**config.mk**
```make
export PLATFORM = sky130hd
export DESIGN_NAME = hold_pause_ctrl
export DESIGN_NICKNAME = d
export VERILOG_FILES = /design/src/rtl/hp_pkg.sv /design/src/rtl/hp_sync.sv /design/src/rtl/hp_fsm.sv /design/src/rtl/hold_pause_ctrl.sv
export SDC_FILE = /design/constraint.sdc
export NUM_CORES = 1
export LEC_CHECK = 0
export BUFFER_PORTS_ARGS = -buffer_cell sky130_fd_sc_hd__buf_2
export CAP_MARGIN = 20
export CORE_MARGIN = 3
export CORE_UTILIZATION = 30
export DETAILED_ROUTE_END_ITERATION = 7
export PLACE_DENSITY = 0.62
export SLEW_MARGIN = 20
export SYNTH_ARGS = -nofsm -noshare
export SYNTH_HDL_FRONTEND = slang
export SYNTH_SLANG_ARGS = --single-unit
```
**constraint.sdc**
```tcl
create_clock -name clk -period 1.7 [get_ports clk]
set_input_delay 0.17 -clock clk [delete_from_list [all_inputs] [get_ports clk]]
set_output_delay 0.17 -clock clk [all_outputs]
set_load 0.03 [all_outputs]
```
**src/rtl/hp_pkg.sv**
```systemverilog
package hp_pkg;

    typedef enum logic [2:0] {
        HP_RUN        = 3'd0,
        HP_PEND_START = 3'd1,
        HP_PAUSED     = 3'd2,
        HP_PEND_END   = 3'd3,
        HP_LOCKED     = 3'd4,
        HP_REARM      = 3'd5
    } hp_state_e;

    typedef struct packed {
        logic sclk;
        logic csn;
        logic holdn;
        logic en;
        logic quad;
        logic busy;
    } hp_pins_t;

    localparam int HP_PIN_W = $bits(hp_pins_t);

    localparam hp_pins_t HP_PINS_IDLE = '{
        sclk: 1'b0, csn: 1'b1, holdn: 1'b1, en: 1'b1, quad: 1'b0, busy: 1'b0
    };

    function automatic logic hp_is_paused(hp_state_e s);
        return (s == HP_PAUSED) || (s == HP_PEND_END);
    endfunction

    function automatic logic hp_is_live(hp_state_e s);
        return (s == HP_RUN) || (s == HP_PEND_START);
    endfunction

    function automatic logic hp_hold_eff(hp_pins_t p);
        return p.holdn | ~(p.en & ~p.quad);
    endfunction

endpackage

```
**src/rtl/hp_sync.sv**
```systemverilog
module hp_sync #(
    parameter int               WIDTH   = 4,
    parameter int               STAGES  = 2,
    parameter logic [WIDTH-1:0] RST_VAL = '0
) (
    input  logic             clk,
    input  logic             rst,
    input  logic [WIDTH-1:0] din,
    output logic [WIDTH-1:0] dout
);
    logic [WIDTH-1:0] stg [STAGES];

    always_ff @(posedge clk) begin
        if (rst) begin
            for (int i = 0; i < STAGES; i++) stg[i] <= RST_VAL;
        end else begin
            stg[0] <= din;
            for (int i = 1; i < STAGES; i++) stg[i] <= stg[i-1];
        end
    end

    assign dout = stg[STAGES-1];
endmodule

```
**src/rtl/hp_fsm.sv**
```systemverilog
module hp_fsm
    import hp_pkg::*;
(
    input  logic     clk,
    input  logic     rst,
    input  hp_pins_t cur,
    input  hp_pins_t prv,
    input  logic     func_on,
    output logic     pause_active,
    output logic     shift_en,
    output logic     dout_oe,
    output logic     iface_rst
);
    hp_state_e st, nxt;
    logic      rst_nxt;
    logic      he, phe, h_fall, h_rise, sck_rise;

    assign he       = hp_hold_eff(cur);
    assign phe      = hp_hold_eff(prv);
    assign h_fall   = phe & ~he;
    assign h_rise   = ~phe & he;
    assign sck_rise = cur.sclk & ~prv.sclk;

    always_comb begin
        nxt     = st;
        rst_nxt = 1'b0;
        unique case (st)
            HP_RUN: begin
                if (!cur.csn && h_fall)
                    nxt = cur.sclk ? HP_PEND_START : HP_PAUSED;
            end
            HP_PEND_START: begin
                if (cur.csn || he)  nxt = HP_RUN;
                else if (!cur.sclk) nxt = HP_PAUSED;
            end
            HP_PAUSED, HP_PEND_END: begin
                if (cur.csn) begin
                    nxt     = HP_LOCKED;
                    rst_nxt = 1'b1;
                end else if (!func_on) begin
                    nxt = HP_RUN;
                end else if (st == HP_PEND_END) begin
                    if (!cur.sclk) nxt = HP_RUN;
                end else if (h_rise) begin
                    nxt = cur.sclk ? HP_PEND_END : HP_RUN;
                end
            end
            HP_LOCKED: begin
                if (he && cur.csn) nxt = HP_REARM;
            end
            HP_REARM: begin
                if (!he)           nxt = HP_LOCKED;
                else if (!cur.csn) nxt = HP_RUN;
            end
            default: nxt = HP_RUN;
        endcase
    end

    always_ff @(posedge clk) begin
        if (rst) begin
            st        <= HP_RUN;
            iface_rst <= 1'b0;
        end else begin
            st        <= nxt;
            iface_rst <= rst_nxt;
        end
    end

    assign pause_active = hp_is_paused(st);
    assign dout_oe      = hp_is_live(st) & ~cur.csn;
    assign shift_en     = dout_oe & sck_rise;
endmodule

```
**src/rtl/hold_pause_ctrl.sv**
```systemverilog
module hold_pause_ctrl
    import hp_pkg::*;
#(
    parameter int SYNC_STAGES = 2
) (
    input  logic clk,
    input  logic rst,
    input  logic sclk,
    input  logic cs_n,
    input  logic hold_n,
    input  logic cfg_hold_en,
    input  logic quad_io_mode,
    input  logic busy_in,
    output logic pause_active,
    output logic shift_en,
    output logic dout_oe,
    output logic iface_rst,
    output logic busy_out
);
    hp_pins_t raw, s_cur, s_prv;
    logic [HP_PIN_W-1:0] s_vec;
    logic func_on;

    assign raw = '{sclk: sclk, csn: cs_n, holdn: hold_n,
                   en: cfg_hold_en, quad: quad_io_mode, busy: busy_in};

    hp_sync #(
        .WIDTH  (HP_PIN_W),
        .STAGES (SYNC_STAGES),
        .RST_VAL(HP_PINS_IDLE)
    ) u_sync (
        .clk (clk),
        .rst (rst),
        .din (raw),
        .dout(s_vec)
    );

    assign s_cur = hp_pins_t'(s_vec);

    always_ff @(posedge clk) begin
        if (rst) s_prv <= HP_PINS_IDLE;
        else     s_prv <= s_cur;
    end

    assign func_on = s_cur.en & ~s_cur.quad;

    hp_fsm u_fsm (
        .clk         (clk),
        .rst         (rst),
        .cur         (s_cur),
        .prv         (s_prv),
        .func_on     (func_on),
        .pause_active(pause_active),
        .shift_en    (shift_en),
        .dout_oe     (dout_oe),
        .iface_rst   (iface_rst)
    );

    assign busy_out = s_cur.busy;
endmodule

```
==> impl_metrics.py <==
metrics = {
    "timing": {
        "tightestPinTransition_ns": 0.343,
        "min_period_ns": 1.62,
        "tns_ns": 0,
        "skew_ns": 0.00131,
        "fmax_ghz": 0.616,
        "hold_violations": 0,
        "rsz0062_at_grt": "no",
        "setup_ws_ns": 0.0771,
        "drv_slew": 0,
        "min_period_over_period_pct": 95.5,
        "setup_violations": 0,
        "slew_headroom_pct": 77.1,
    },
    "synth": {
        "yosysUniqueCellTypes": 27,
        "ys_seq_elements": 20,
        "ys_seq_area_share_pct": 51.0,
        "synthCells": 77,
        "syn_area_per_cell_um2": 10.2,
        "synth_nets": 85,
        "synth.cell_area_um2": 786,
        "yosys_warnings": 0,
    },
    "critical_path": {
        "crit_path_start_kind": "register",
        "crit_chain": "or3b_4 > a211o_1 > a31oi_4 > nor2_2 > o31ai_1",
        "path_max_fanout": 5,
        "setup.worst_path.class": "reg -> reg",
        "crit_family": "compound AO/OA/AOI/OAI gates",
        "cpPeakStageDelay_ns": 0.39,
        "crit_buf_inv": 0,
        "critPathCaptureType": "register",
        "crit_arrival_ns": 1.84,
        "crit_required_ns": 1.92,
        "rrSetupSlack_ns": 0.08,
        "critical_path.slowest_cell": "or3b_4",
    },
    "drt": {
        "via_per_inst": 4.95,
        "drt_first_pass_iters": 4,
        "drtAntennaViolNets": 0,
        "drtIter0Drc": 20,
        "routed_wl_mm": 1.47,
        "drc": 0,
        "avgRoutedWirePerCell_um": 12.0,
        "vias": 609,
    },
    "clocking": {
        "clkSlewWorstSetupHoldPaths_ns": 0.11,
        "root_buffer": "clkbuf_4",
        "cts_tree": "built",
        "clock_sinks": 20,
        "clkLatencyLatePin_ns": 0.30,
        "h-tree-depth": 1,
        "numCtsBuffers": 3,
        "cts.path.max_buffers": 2,
        "cts_setup_buffers": 0,
    },
    "flow_run": {
        "drv_cap": 0,
    },
    "floorplanning": {
        "initial_core_util_pct": 33.6,
        "core_mm2": 0.00234,
        "die_h_um": 57.2,
        "ios": 13,
        "die_w_um": 57.2,
        "die-area_mm2": 0.00327,
        "row_count": 17,
    },
    "global_route": {
        "grt-ovfl-total": 0,
        "grt_max_degree": 22,
        "grt_pass1_wl_mm": 2.42,
        "grt_usage_pct": 9.66,
        "antenna_found_initial": 0,
        "grt_pass1_vias": 511,
    },
    "pwr": {
        "ir_worst_vdd_mv": 0.778,
        "p_per_area_mw_per_mm2": 1410,
        "leakagePower_nw": 0.412,
    },
    "layout": {
        "layout-drive-gt1-share_pct": 45.3,
        "synthToLayoutAreaGrowth_pct": 26.4,
        "antennaDiodeCount": 0,
        "fin_area_um2": 993,
        "final_common_cell": "dfxtp_1",
        "n_fill_cell": 226,
        "mostFrequentLayoutCells": "16 x dfxtp_1, 12 x buf_2, 9 x nor2b_1",
        "nets": 104,
    },
    "place": {
        "gp_congestion": 0.806,
        "place_area_um2": 912,
        "dp_hpwl_mm": 1.02,
        "portBuffers": 12,
        "dp_worst_setup_slack_ns": 0.0283,
    },
    "hold_path": {
        "hold_class": "in -> reg",
    },
    "outcome": {
        "outcome": "finished clean",
    },
}
## registers in the layout (all words and copies together), names as in the netlist
signal           flops
u_sync.stg          12
u_fsm.iface_rst      1
s_prv                4
u_fsm.st             3
## cell usage after synthesis (all sizes together)
cell type | number | area [um^2]
a21oi | 2 | 10.0
nand4 | 2 | 12.5
and2b | 1 | 7.51
inv | 3 | 11.3
clkbuf | 3 | 11.3
o211ai | 1 | 7.51
o31ai | 2 | 15.0
a211o | 1 | 8.76
or3 | 2 | 13.8
nand3 | 1 | 5.00
and3b | 2 | 17.5
or3b | 3 | 28.8
o21ai | 2 | 10.0
dfxtp | 20 | 400
nor3 | 3 | 15.0
or2 | 8 | 50.1
o21a | 1 | 7.51
a211oi | 3 | 22.5
o311a | 2 | 20.0
a31oi | 1 | 21.3
a31o | 1 | 8.76
nor2 | 2 | 10.0
nor3b | 2 | 15.0
nor2b | 9 | 56.3
## cell families after synthesis
kind of cell | after synthesis | synth area share [%]
simple gates | 35 | 29.5
flops | 20 | 51.0
compound gates | 16 | 16.7
buf+inv | 6 | 2.87
## per-stage QoR
step                instances  power (mW)  util (%)  hold WS (ns)
global placement          119        1.01      39.0         0.354
detailed placement        119        1.02      39.0         0.356
CTS                       123        1.40      41.2        0.0338
global route              123        1.50      42.5        0.0245
finish                    123        1.40      42.5        0.0423
floorplan                  77       0.872         -         0.274
## worst paths after layout
path               startpoint               end  cells past startpoint
max          u_sync.stg[0][8]       u_fsm.st[0]                      5
min                    hold_n  u_sync.stg[0][3]                      2
max reg2reg  u_sync.stg[0][8]       u_fsm.st[0]                      5
min reg2reg  u_sync.stg[0][3]  u_sync.stg[0][9]                      1
## final cells by class
cell class	instances	area [um^2]	area share, %
Multi-Input combinational cell	51	389	39.2
Timing Repair Buffer	17	97.6	9.82
Clock inverter	1	30.0	3.02
Clock buffer	3	22.5	2.27
Inverter	3	11.3	1.13
Tap cell	28	35.0	3.53
Sequential cell	20	408	41.1
## layer usage
layer  track usage [%]  part of all wire [%]  vias to the layer above
met2              14.8                    46                       16
li1                  -                     -                      309
met1              12.1                    46                      282
met5                 0                     0                        -
met3              4.30                   7.2                        2
met4              2.98                   1.0                        0
## power by group
part	internal, mW	switching, mW	leakage (nW)
Clock	0.238	0.147	0.0279
Sequential	0.519	0.0657	0.165
Combinational	0.217	0.218	0.219
Total	0.974	0.431	0.412
## timing repair
action	4_1_cts	5_1_grt
resized for setup	0	10
hold buffers	0	0
setup endpoints to repair	0	3
Power figures use the tool's default switching activity.
